`src/rtl/ht_selftest_pkg.sv`:
```
// Package: shared types for the health-test self-check sequencer.
// Assumes: nothing beyond IEEE 1800-2017.
package ht_selftest_pkg;

    // Sequencer phase: idle, rotating single-source disables, all-source degrade.
    typedef enum logic [1:0] {
        PH_IDLE    = 2'd0,
        PH_ROTATE  = 2'd1,
        PH_DEGRADE = 2'd2
    } phase_e;

endpackage

```
`src/rtl/ht_cmd_gate.sv`:
```
// Module: ht_cmd_gate
// Accepts a self-test force request only while the generator is enabled,
// the sequencer is idle and no run has been started since reset.
// Assumes: force_req is sampled each cycle; rst_n is synchronous, active low.
module ht_cmd_gate (
    input  logic clk,
    input  logic rst_n,
    input  logic gen_en,
    input  logic force_req,
    input  logic seq_idle,
    output logic start
);

    logic used_q;

    // Qualify the request: enabled generator, idle sequencer, lockout not spent.
    always_comb begin
        start = force_req && gen_en && seq_idle && !used_q;
    end

    // One-shot lockout: set by the first accepted request, cleared only by reset.
    always_ff @(posedge clk) begin
        if (!rst_n) begin
            used_q <= 1'b0;
        end else if (start) begin
            used_q <= 1'b1;
        end
    end

endmodule

```
`src/rtl/ht_slot_timer.sv`:
```
// Module: ht_slot_timer
// Times one sub-source disable slot. Reports ready once the slot has lasted
// DWELL cycles and the repetition flag has been seen at any edge in the slot.
// Assumes: DWELL >= 2; clear is pulsed at the edge that opens a slot.
module ht_slot_timer #(
    parameter int DWELL = 2048
) (
    input  logic clk,
    input  logic rst_n,
    input  logic clear,
    input  logic run,
    input  logic flag,
    output logic ready
);

    localparam int CNT_W = $clog2(DWELL);
    localparam logic [CNT_W-1:0] LAST = CNT_W'(DWELL - 1);

    logic [CNT_W-1:0] cnt_q;
    logic             seen_q;
    logic             dwell_done;

    // Dwell is complete once the counter has saturated at its last value.
    always_comb begin
        dwell_done = (cnt_q == LAST);
        ready      = run && dwell_done && (seen_q || flag);
    end

    // Count slot cycles (saturating) and remember any flag sighting.
    always_ff @(posedge clk) begin
        if (!rst_n || clear) begin
            cnt_q  <= '0;
            seen_q <= 1'b0;
        end else if (run) begin
            if (!dwell_done) begin
                cnt_q <= cnt_q + 1'b1;
            end
            seen_q <= seen_q || flag;
        end
    end

endmodule

```
`src/rtl/ht_phase_fsm.sv`:
```
// Module: ht_phase_fsm
// Phase controller: steps the disabled sub-source index upward through all
// sources, then holds the degrade phase until the proportion flag is seen.
// Assumes: NUM_SRC >= 1; start only arrives while idle.
module ht_phase_fsm
    import ht_selftest_pkg::*;
#(
    parameter int NUM_SRC = 4,
    parameter int IDX_W   = 2
) (
    input  logic             clk,
    input  logic             rst_n,
    input  logic             start,
    input  logic             slot_ready,
    input  logic             prop_fail,
    output phase_e           phase,
    output logic [IDX_W-1:0] idx,
    output logic             slot_clear
);

    localparam logic [IDX_W-1:0] LAST_IDX = IDX_W'(NUM_SRC - 1);

    phase_e           phase_q, phase_d;
    logic [IDX_W-1:0] idx_q, idx_d;

    // Next-phase and next-index logic, plus the slot-open pulse.
    always_comb begin
        phase_d    = phase_q;
        idx_d      = idx_q;
        slot_clear = 1'b0;
        unique case (phase_q)
            PH_IDLE: begin
                if (start) begin
                    phase_d    = PH_ROTATE;
                    idx_d      = '0;
                    slot_clear = 1'b1;
                end
            end
            PH_ROTATE: begin
                if (slot_ready) begin
                    if (idx_q == LAST_IDX) begin
                        phase_d = PH_DEGRADE;
                        idx_d   = '0;
                    end else begin
                        idx_d      = idx_q + 1'b1;
                        slot_clear = 1'b1;
                    end
                end
            end
            PH_DEGRADE: begin
                if (prop_fail) begin
                    phase_d = PH_IDLE;
                end
            end
            default: begin
                phase_d = PH_IDLE;
                idx_d   = '0;
            end
        endcase
    end

    // Phase and index registers.
    always_ff @(posedge clk) begin
        if (!rst_n) begin
            phase_q <= PH_IDLE;
            idx_q   <= '0;
        end else begin
            phase_q <= phase_d;
            idx_q   <= idx_d;
        end
    end

    assign phase = phase_q;
    assign idx   = idx_q;

endmodule

```
`src/rtl/ht_selftest_seq.sv`:
```
// Module: ht_selftest_seq (top)
// Health-test self-check sequencer: on an accepted force request it disables
// sub-sources one at a time until the repetition flag is seen for each, then
// degrades all sub-sources until the proportion flag is seen, then returns to
// normal. Usable once per reset.
// Assumes: NUM_SRC >= 1, DWELL >= 2; health flags are synchronous to clk.
module ht_selftest_seq
    import ht_selftest_pkg::*;
#(
    parameter int NUM_SRC = 4,
    parameter int DWELL   = 2048
) (
    input  logic               clk,
    input  logic               rst_n,
    input  logic               gen_en,
    input  logic               force_req,
    input  logic               rep_fail,
    input  logic               prop_fail,
    output logic [NUM_SRC-1:0] src_disable,
    output logic               degrade_all,
    output logic               data_invalid
);

    localparam int IDX_W = (NUM_SRC > 1) ? $clog2(NUM_SRC) : 1;

    phase_e           phase;
    logic [IDX_W-1:0] idx;
    logic             start;
    logic             slot_clear;
    logic             slot_ready;
    logic             rotating;

    assign rotating = (phase == PH_ROTATE);

    ht_cmd_gate u_gate (
        .clk       (clk),
        .rst_n     (rst_n),
        .gen_en    (gen_en),
        .force_req (force_req),
        .seq_idle  (phase == PH_IDLE),
        .start     (start)
    );

    ht_slot_timer #(
        .DWELL (DWELL)
    ) u_timer (
        .clk   (clk),
        .rst_n (rst_n),
        .clear (slot_clear),
        .run   (rotating),
        .flag  (rep_fail),
        .ready (slot_ready)
    );

    ht_phase_fsm #(
        .NUM_SRC (NUM_SRC),
        .IDX_W   (IDX_W)
    ) u_fsm (
        .clk        (clk),
        .rst_n      (rst_n),
        .start      (start),
        .slot_ready (slot_ready),
        .prop_fail  (prop_fail),
        .phase      (phase),
        .idx        (idx),
        .slot_clear (slot_clear)
    );

    // Per-source disable decode: one line per sub-source.
    for (genvar g = 0; g < NUM_SRC; g++) begin : g_src
        assign src_disable[g] = rotating && (idx == IDX_W'(g));
    end

    // Degrade control and not-random marking follow the phase.
    always_comb begin
        degrade_all  = (phase == PH_DEGRADE);
        data_invalid = (phase != PH_IDLE);
    end

endmodule

```
`config.mk`:
```
export PLATFORM = sky130hd
export DESIGN_NAME = ht_selftest_seq
export DESIGN_NICKNAME = d
export VERILOG_FILES = /design/src/rtl/ht_selftest_pkg.sv /design/src/rtl/ht_cmd_gate.sv /design/src/rtl/ht_slot_timer.sv /design/src/rtl/ht_phase_fsm.sv /design/src/rtl/ht_selftest_seq.sv
export SDC_FILE = /design/constraint.sdc
export NUM_CORES = 1
export LEC_CHECK = 0
export ABC_AREA = 1
export BUFFER_PORTS_ARGS = -buffer_cell sky130_fd_sc_hd__buf_2
export CAP_MARGIN = 10
export CORE_MARGIN = 2
export CORE_UTILIZATION = 60
export CTS_CLUSTER_DIAMETER = 100
export DETAILED_ROUTE_END_ITERATION = 7
export MAX_ROUTING_LAYER = met4
export PLACE_DENSITY = 0.82
export SLEW_MARGIN = 15
export SYNTH_ARGS = -nofsm -noshare
export SYNTH_HDL_FRONTEND = slang
export SYNTH_SLANG_ARGS = --single-unit
```
`constraint.sdc`:
```
create_clock -name clk -period 3.6 [get_ports clk]
set_input_delay 0.36 -clock clk [delete_from_list [all_inputs] [get_ports clk]]
set_output_delay 0.36 -clock clk [all_outputs]
set_load 0.05 [all_outputs]
```
==> reports/metrics.cfg, run 1 <==
[run_status]
status = complete, no violations

[route]
wl_per_cell_um = 11.89
via_count = 889
firstDrtPassIters = 4
drc = 0
finalWirelength_mm = 1.998
initialDrtViolationCount = 26
via_per_inst = 5.292
drtAntennaViolNets = 0

[setup_path]
reg2reg_depth = 8
regToRegSetupSlack_ns = 1.83
worstPathCellList = ha_1, nand3_2, nor2_4, nand2_1, nand2_2, inv_1, o21ai_0, a21oi_1
slowest_delay_ns = 0.43
cp-end-kind = flop
cp_top_family = simple AND/OR/NAND/NOR gates
cp_max_fo = 12
crit_arrival_ns = 1.97
critPathLaunchType = flop
crit_buf_inv = 1
worstPathRequired_ns = 3.80
cp_slowest_cell = dfxtp_1
r2r-start = u_timer.cnt_q[0]$_SDFFE_PP0P_
path_class = reg2reg
timing.rr.end = u_timer.cnt_q[2]$_SDFFE_PP0P_

[clock_tree]
cts_sinks = 17
clk_pin_slew_ns = 0.11
post_cts_buffers = 0
cts_resized = 0
cts_tree = built
cts_buffer_depth = 2
clockRootBuffer = clkbuf_4
insertion_delay_ns = 0.31
h-tree-depth = 1
cts_hold_buf = 0
cts_made_buffers = 3

[logic_synthesis]
syn_inst = 139
synth_fp_nets = 150
yosysSeqAreaShare_pct = 34.39
ys_seq_elements = 17
ys_warn_count = 0
synth_ff_type = dfxtp_1
ys_types = 21
netlist_area_um2 = 989.7
synth.top_cells.by_area = dfxtp_1 (34%), nand2_1 (12%), inv_1 (7.6%), nor2_1 (7.2%), ha_1 (6.3%)
synth_top_area_share_pct = 34.39
synth.avg_cell_area_um2 = 7.120
synth_edf_count = 0
synth_area_leader_cell = dfxtp_1
synthArstFlopShare_pct = 0

[final_layout]
drive_above_1_share_pct = 17.76
post-route-util_pct = 70.20
layout.nets = 164
n_antenna_cell = 0
syn_to_final_growth_pct = 8.091

[pwr]
p_int_uw = 242.9
leakagePower_uw = 0.0004507
power.share.switching_pct = 29.06
peakVddDrop_v = 0.0002658
p_clk_share_pct = 32.1
seqPwrFrac_pct = 56.6
combPwrFrac_pct = 11.4
power_switching_uw = 99.51
p_per_area_nw_per_um2 = 320.1

[flow_run]
drv_cap = 0

[global_routing]
grtUsageTotal_pct = 25.02
grt_overflow = 0
grt_antenna_before_repair = 0
first_global_vias = 808
grt_max_degree = 13
grt_pass1_wl_mm = 3.498

[placed_design]
portBuffers = 11
hpwl_mm = 1.463
gp_congestion = 0.8891

[timing]
maxSlewHeadroom_pct = 81.24
finClkSkew_ns = 0.0009674
hold-worst-slack_ns = 0.3105
period_needed_ns = 1.773
drv_slew = 0
finalCritPeriodShare_pct = 49.26
setup_violations = 0
max_freq_mhz = 563.9
tightestPinTransition_ns = 0.2810
finalHoldViolCount = 0
rsz0062_at_grt = no
tns_ns = 0

[floorplan]
die_width_um = 44.62
dieArea_um2 = 1991
dieHeight_um = 44.62
rows = 14
start_util_pct = 64.94
pin_count = 12
core_region_area_um2 = 1524

[min_path]
worstHoldStart = rst_n
hold_path_class = in2reg
min_to = u_fsm.idx[0]$_SDFFE_PN0P_
hold_depth = 3

worst max-delay path by stage:
stage	from	endpoint	cells after the start
4_1_cts	u_timer.cnt_q[0]$_SDFFE_PP0P_	u_timer.cnt_q[2]$_SDFFE_PP0P_	8
3_5_place_dp	u_timer.cnt_q[0]$_SDFFE_PP0P_	u_timer.cnt_q[2]$_SDFFE_PP0P_	8
3_3_place_gp	u_timer.cnt_q[0]$_SDFFE_PP0P_	u_timer.cnt_q[2]$_SDFFE_PP0P_	8
2_1_floorplan	u_fsm.phase[1]$_SDFFE_PN0P_	u_fsm.phase[0]$_SDFFE_PN0P_	8
6_report	u_timer.cnt_q[0]$_SDFFE_PP0P_	u_timer.cnt_q[2]$_SDFFE_PP0P_	8
5_1_grt	u_timer.cnt_q[0]$_SDFFE_PP0P_	u_timer.cnt_q[2]$_SDFFE_PP0P_	8
per-stage QoR:
stage          std cells  setup WS (ns)  total power, uW  cell area [um^2]
2_1_floorplan        139          1.938            229.8             989.7
3_3_place_gp         164          1.943            235.5              1042
3_5_place_dp         164          1.864            236.7              1042
4_1_cts              168          1.836            342.7              1070
5_1_grt              168          1.621            354.1              1070
6_report             168          1.827            342.4              1070
power by group through the flow:
| stage | Sequential (uW) | Clock [uW] | Combinational, uW |
|---|---|---|---|
| CTS | 194 | 110 | 38.9 |
| global route | 194 | 116 | 43.3 |
| detailed placement | 198 | 0 | 38.7 |
| finish | 194 | 110 | 38.9 |
| floorplan | 197 | 0 | 32.3 |
| global placement | 198 | 0 | 37.8 |
cell type report:
type	instances	area, um^2
timing repair buffer	11	55.05
multi-input combinational	99	548.0
sequential	17	340.3
clock buffer	3	22.52
tap	16	20.02
inverter	21	78.83
fill	127	454.2
clock inverter	1	5.005
flip-flops by register name (all words and copies together), names as in the netlist:
register and count:
u_fsm.phase 2, u_fsm.idx 2, u_timer.cnt_q 11, u_timer.seen_q 1
u_gate.used_q 1
worst register-to-register path, stage by stage (launching register included):
cell and delay, ns:
dfxtp_1 0.43, ha_1 0.25, nand3_2 0.16, nor2_4 0.15, nand2_1 0.07, nand2_2 0.22, inv_1 0.19, o21ai_0 0.12
a21oi_1 0.08
layout by cell type, fill, tap and decap left out, drive strengths merged:
cell type and count:
nand3 10, buf 11, xor2 3, or2 1, clkbuf 3, nor2 21, clkinv 1, xnor2 3
nand4 4, a41oi 1, dfxtp 17, a21oi 13, inv 21, nand2 32, o21ai 3, nor3 3
ha 5
per-layer routing:
metal | GRT usage [%] | wire length (um) | up-vias
li1 | - | - | 470
met1 | 31.50 | 938 | 386
met2 | 38.55 | 912 | 28
met3 | 2.449 | 95 | 5
met4 | 14.55 | 52 | 0
met5 | - | 0 | -
synth_stat cells (2+ instances only):
| library cell | instances |
|---|---|
| a21oi_1 | 10 |
| buf_6 | 2 |
| a21oi_2 | 3 |
| o21ai_0 | 2 |
| nand3_2 | 4 |
| xor2_1 | 3 |
| dfxtp_1 | 17 |
| ha_1 | 5 |
| nor3_1 | 3 |
| xnor2_1 | 3 |
| inv_1 | 20 |
| nor2_4 | 2 |
| nand2_1 | 31 |
| nor2_1 | 19 |
| nand4_1 | 4 |
| nand3_1 | 6 |
logic make-up after synthesis:
group	Yosys count	synth area share, %
flip-flops	17	34.39
AND/OR/NAND/NOR	71	33.63
AO/OA/AOI/OAI	17	10.11
XOR/XNOR	6	5.311
buffers and inverters	23	10.24
adder cells (fa/ha/maj)	5	6.321
Power figures use the tool's default switching activity.
==> inputs of run 2 (changes only) <==
--- a/config.mk
+++ b/config.mk
@@ -9,11 +9,11 @@
 export BUFFER_PORTS_ARGS = -buffer_cell sky130_fd_sc_hd__buf_2
 export CAP_MARGIN = 10
 export CORE_MARGIN = 2
-export CORE_UTILIZATION = 60
+export CORE_UTILIZATION = 50
 export CTS_CLUSTER_DIAMETER = 100
 export DETAILED_ROUTE_END_ITERATION = 7
 export MAX_ROUTING_LAYER = met4
-export PLACE_DENSITY = 0.82
+export PLACE_DENSITY = 0.73
 export SLEW_MARGIN = 15
 export SYNTH_ARGS = -nofsm -noshare
 export SYNTH_HDL_FRONTEND = slang
==> constraint.sdc (replaced) <==
create_clock -name clk -period 1.45 [get_ports clk]
set_input_delay 0.145 -clock clk [delete_from_list [all_inputs] [get_ports clk]]
set_output_delay 0.145 -clock clk [all_outputs]
set_load 0.05 [all_outputs]
==> reports/metrics.cfg, run 2 (synthesized netlist as in run 1, its figures left out) <==
[global_routing]
first_global_vias = 922  ; +14%
grt_pass1_wl_mm = 3.746  ; +7.1%
grt_antenna_before_repair = 0  ; unchanged
grt_overflow = 0  ; unchanged
grt_max_degree = 13  ; unchanged
grtUsageTotal_pct = 20.53  ; -4.5 points

[clock_tree]
clockRootBuffer = clkbuf_4
cts_sinks = 17  ; unchanged
clk_pin_slew_ns = 0.10  ; about the same
insertion_delay_ns = 0.29  ; -0.02 ns
cts_buffer_depth = 2  ; unchanged
cts_made_buffers = 3  ; unchanged
post_cts_buffers = 0  ; unchanged
cts_hold_buf = 0  ; unchanged
cts_tree = built
h-tree-depth = 1  ; unchanged

[route]
finalWirelength_mm = 2.204  ; +10%
drc = 0  ; unchanged
initialDrtViolationCount = 27  ; +3.8%
wl_per_cell_um = 11.36  ; -4.5%
via_count = 982  ; +10%
firstDrtPassIters = 4  ; unchanged
drtAntennaViolNets = 0  ; unchanged
via_per_inst = 5.062  ; -4.3%

[timing]
setup_violations = 0  ; unchanged
rsz0062_at_grt = yes
finalCritPeriodShare_pct = 96.96  ; +48 points
finalHoldViolCount = 0  ; unchanged
hold-worst-slack_ns = 0.1048  ; -0.2057 ns
period_needed_ns = 1.406  ; -0.3674 ns
finClkSkew_ns = 0.009481  ; +0.008513 ns
drv_slew = 0  ; unchanged
max_freq_mhz = 711.2  ; +26%
tightestPinTransition_ns = 0.2978  ; +0.01682 ns
maxSlewHeadroom_pct = 80.09  ; -1.2 points

[setup_path]
worstPathRequired_ns = 1.67  ; -2.13 ns
r2r-start = u_timer.cnt_q[1]$_SDFFE_PP0P_
regToRegSetupSlack_ns = 0.04  ; -1.78 ns
crit_arrival_ns = 1.63  ; -0.34 ns
cp-startpoint = u_timer.cnt_q[1]$_SDFFE_PP0P_
cp_max_fo = 6  ; -6
reg2reg_depth = 8  ; unchanged
path_class = reg2reg
timing.rr.end = u_timer.cnt_q[0]$_SDFFE_PP0P_
cp-end-kind = flop
critPathLaunchType = flop
cp_slowest_cell = dfxtp_2
crit_end = u_timer.cnt_q[0]$_SDFFE_PP0P_
slowest_delay_ns = 0.35  ; -0.08 ns
worstPathCellList = ha_4, nand3_4, nor2_4, nand2_1, nand2_2, buf_4, or2_2, a21oi_2

[final_layout]
multi_input_area_um2 = 619.3  ; +13%
drive_above_1_share_pct = 36.53  ; +19 points
largest_reg_flops = 11  ; unchanged
top_register = u_timer.cnt_q
final_common_cell = nand2_1
fin_area_um2 = 1296  ; +21%
regArea_um2 = 346.6  ; +1.8%
syn_to_final_growth_pct = 30.97
mostFrequentLayoutCells = nand2_1 (29), inv_1 (19), buf_4 (17)
layout.nets = 179  ; +9.1%
fill_cells = 181  ; +43%
n_antenna_cell = 0  ; unchanged

[min_path]
hold_path_class = in2reg

[floorplan]
dieArea_um2 = 2351  ; +18%
start_util_pct = 51.50  ; -13 points
pin_count = 12  ; unchanged
die_width_um = 48.49  ; +8.7%
core_region_area_um2 = 1922  ; +26%
rows = 16  ; +2
dieHeight_um = 48.49  ; +8.7%

[pwr]
peakVddDrop_v = 0.0005847  ; +120%
p_total_uw = 865.3  ; +150%
leakagePower_uw = 0.0005168  ; +15%
p_per_area_nw_per_um2 = 667.5  ; +110%

[flow_run]
drv_cap = 0  ; unchanged

[placed_design]
gp_congestion = 0.8559  ; -3.7%
hpwl_mm = 1.640  ; +12%
portBuffers = 11  ; unchanged
place_area_um2 = 1174  ; +13%

[run_status]
status = complete, no violations

run 2: critical path: cells and delay by family, from the launching register on:
family,cells,cell delay [ns]
fa+ha+maj,1,0.17
flops,1,0.35
compound gates,1,0.11
simple gates,5,0.55
buf+inv,1,0.16
run 2: layout make-up:
class | instances | area share [%]
inverters | 21 | 6.371
flip-flops and latches | 17 | 26.74
clock buffers | 4 | 2.027
well taps | 27 | 2.606
multi-input cells | 99 | 47.78
repair buffers | 26 | 14.48
run 2: through the flow:
step | setup TNS, ns | setup slack, ns | utilization (%) | instances
floorplan | 0 | 0.005983 | - | 139
global placement | 0 | 0.07601 | 61.07 | 190
detailed placement | 0 | 0.005987 | 61.07 | 190
CTS | 0 | 0.006689 | 63.22 | 194
global route | -0.2916 | -0.03718 | 67.45 | 194
finish | 0 | 0.04402 | 67.45 | 194
run 2: power by group:
group	internal, uW	leakage, uW	switching, uW
clock network	107	0.0000150	148
registers	475	0.000140	5.97
logic	43.3	0.000362	85.2
run 2: worst min-delay path by stage:
| stage | slack, ns | cells past startpoint | end | from |
|---|---|---|---|---|
| after floorplan | 0.27 | 2 | u_fsm.idx[0]$_SDFFE_PN0P_ | rst_n |
| after global placement | 0.41 | 3 | u_fsm.idx[0]$_SDFFE_PN0P_ | rst_n |
| after detailed placement | 0.42 | 3 | u_fsm.idx[0]$_SDFFE_PN0P_ | rst_n |
| after CTS | 0.11 | 3 | u_fsm.idx[0]$_SDFFE_PN0P_ | rst_n |
| after global routing | 0.11 | 3 | u_fsm.idx[0]$_SDFFE_PN0P_ | rst_n |
| final | 0.10 | 3 | u_fsm.idx[0]$_SDFFE_PN0P_ | rst_n |
run 2: timing repair:
item                       in CTS  in global routing
pin swaps                       0                  7
setup endpoints to repair       7                 20
gates cloned                    0                  0
gates resized for setup         4                 26
run 2: routing by layer:
layer  track usage (%)  part of all wire, %  wire, um  vias up
li1                  -                    -         -      491
met1             26.47                   48      1048      466
met2             33.33                   48      1057       20
met3             3.086                  3.3        72        5
met4             6.667                  1.2        26        0
met5                 -                    0         0        -
==> inputs of run 3 (changes only) <==
--- a/config.mk
+++ b/config.mk
@@ -8,12 +8,14 @@
 export ABC_AREA = 1
 export BUFFER_PORTS_ARGS = -buffer_cell sky130_fd_sc_hd__buf_2
 export CAP_MARGIN = 10
+export CELL_PAD_IN_SITES_DETAIL_PLACEMENT = 0
+export CELL_PAD_IN_SITES_GLOBAL_PLACEMENT = 1
 export CORE_MARGIN = 2
-export CORE_UTILIZATION = 50
+export CORE_UTILIZATION = 36
 export CTS_CLUSTER_DIAMETER = 100
 export DETAILED_ROUTE_END_ITERATION = 7
 export MAX_ROUTING_LAYER = met4
-export PLACE_DENSITY = 0.73
+export PLACE_DENSITY_LB_ADDON = 0.1
 export SLEW_MARGIN = 15
 export SYNTH_ARGS = -nofsm -noshare
 export SYNTH_HDL_FRONTEND = slang
==> reports/metrics.cfg, run 3 (synthesized netlist as in run 1, its figures left out) <==
[setup_path]
worstPathRequired_ns = 1.31  ; -0.36 ns
path_class = reg2out
cp_max_fo = 3  ; -3
cp-end-kind = output pin
critPathLaunchType = flop
worstPathCellList = buf_4, nor2_1, buf_4, inv_1, buf_2
crit_buf_inv = 4  ; +3
cp_top_family = buffers and inverters
path_common_cell = buf_4
cp_slowest_cell = dfxtp_1
crit_arrival_ns = 1.24  ; -0.39 ns
slowest_delay_ns = 0.33  ; -0.02 ns

[timing]
tns_ns = 0  ; unchanged
max_freq_mhz = 724.1  ; +1.8%
finalCritPeriodShare_pct = 95.24  ; -1.7 points
rsz0062_at_grt = yes
finClkSkew_ns = 0.008728  ; -0.0007529 ns
setup_violations = 0  ; unchanged
finalHoldViolCount = 0  ; unchanged
tightestPinTransition_ns = 0.2627  ; -0.03518 ns
period_needed_ns = 1.381  ; -0.02497 ns
maxSlewHeadroom_pct = 82.47  ; +2.4 points
drv_slew = 0  ; unchanged

[placed_design]
portBuffers = 11  ; unchanged
gp_congestion = 0.8072  ; -5.7%
hpwl_mm = 1.763  ; +7.4%

[global_routing]
grt_overflow = 0  ; unchanged
use_met3_pct = 2.535  ; -0.55 points
met1_usage_pct = 16.22  ; -10 points
first_global_vias = 986  ; +6.9%
grt_pass1_wl_mm = 3.946  ; +5.3%
grt_util_met2_pct = 30.23  ; -3.1 points
grtUsageTotal_pct = 16.23  ; -4.3 points
grt_antenna_before_repair = 0  ; unchanged
busiest_layer = met2
grt_max_degree = 13  ; unchanged

[floorplan]
core_region_area_um2 = 2686  ; +40%
dieArea_um2 = 3184  ; +35%
die_width_um = 56.43  ; +16%
dieHeight_um = 56.43  ; +16%
pin_count = 12  ; unchanged
rows = 19  ; +3
start_util_pct = 36.84  ; -15 points

[route]
drtAntennaViolNets = 0  ; unchanged
via_per_inst = 4.759  ; -6.0%
finalWirelength_mm = 2.244  ; +1.8%
drc = 0  ; unchanged
initialDrtViolationCount = 17  ; -37%
firstDrtPassIters = 4  ; unchanged
via_count = 966  ; -1.6%
wl_per_cell_um = 11.05  ; -2.7%

[final_layout]
mostFrequentLayoutCells = nand2_1 (29), inv_1 (20), buf_4 (20)
largest_reg_flops = 11  ; unchanged
drive_above_1_share_pct = 36.05  ; -0.48 points
final_common_cell = nand2_1
layout.nets = 184  ; +2.8%
fill_cells = 293  ; +62%
syn_to_final_growth_pct = 34.01
n_antenna_cell = 0  ; unchanged
top_register = u_timer.cnt_q

[flow_run]
drv_cap = 0  ; unchanged

[pwr]
p_per_area_nw_per_um2 = 659.6  ; -1.2%
peakVddDrop_v = 0.0004695  ; -20%
leakagePower_uw = 0.0005527  ; +6.9%
p_total_uw = 874.8  ; +1.1%

[clock_tree]
clockRootBuffer = clkbuf_4
clk_pin_slew_ns = 0.10  ; about the same
h-tree-depth = 1  ; unchanged
cts_made_buffers = 3  ; unchanged
insertion_delay_ns = 0.29  ; about the same
cts_sinks = 17  ; unchanged
cts_buffer_depth = 2  ; unchanged
cts_tree = built

[min_path]
hold_path_class = in2reg

[run_status]
status = complete, no violations

## run 3: final timing paths
kind / from / end / slack [ns] / cells after the start
worst max-delay path: u_fsm.phase[0]$_SDFFE_PN0P_ / data_invalid / 0.07 / 5
worst min-delay path: prop_fail / u_fsm.phase[1]$_SDFFE_PN0P_ / 0.12 / 4
worst max register to register: u_timer.cnt_q[0]$_SDFFE_PP0P_ / u_timer.cnt_q[0]$_SDFFE_PP0P_ / 0.07 / 8
worst min register to register: u_gate.used_q$_SDFFE_PN0P_ / u_gate.used_q$_SDFFE_PN0P_ / 0.49 / 2
## run 3: final cells by class
cell class | count | area, um^2 | share of cell area [%]
repair buffers | 31 | 232.7 | 17.55
inverters | 21 | 78.83 | 5.943
multi-input cells | 99 | 601.8 | 45.38
clock buffers | 3 | 22.52 | 1.698
well taps | 31 | 38.79 | 2.925
clock inverters | 1 | 5.005 | 0.3774
flip-flops and latches | 17 | 346.6 | 26.13
## run 3: metrics by stage
stage	util, %	worst slack [ns]	area, um^2	instances	hold slack (ns)
final	49.37	0.06899	1326	203	0.1159
after detailed placement	45.27	-0.0008722	1216	199	0.4284
after floorplan	-	0.005983	994.7	139	0.2664
after CTS	46.95	0.01225	1261	203	0.1164
after global routing	49.37	-0.002831	1326	203	0.1207
after global placement	45.27	0.05456	1216	199	0.4237
## run 3: timing repair
action / CTS / global route
cloned: 0 / 0
buffers inserted: 0 / 0
hold buffers: 0 / 0
gates resized for setup: 5 / 20
pin swaps: 0 / 1
endpoints found under the setup margin: 8 / 17
## run 3: per-layer routing
metal  part of all wire [%]  vias up
li1                       -      510
met2                     53       15
met3                    2.6        4
met5                      0        -
met1                     43      437
met4                    1.5        0
## run 3: report_power, final
group	total, uW	internal, uW	switching (uW)
Sequential	480	475	5.05
Combinational	140	52.0	87.6
Clock	255	103	153
## run 3: worst min-delay path, stage by stage
cell	delay [ns]
buf_2	0.07
inv_1	0.03
nand2_1	0.07
a21oi_1	0.06
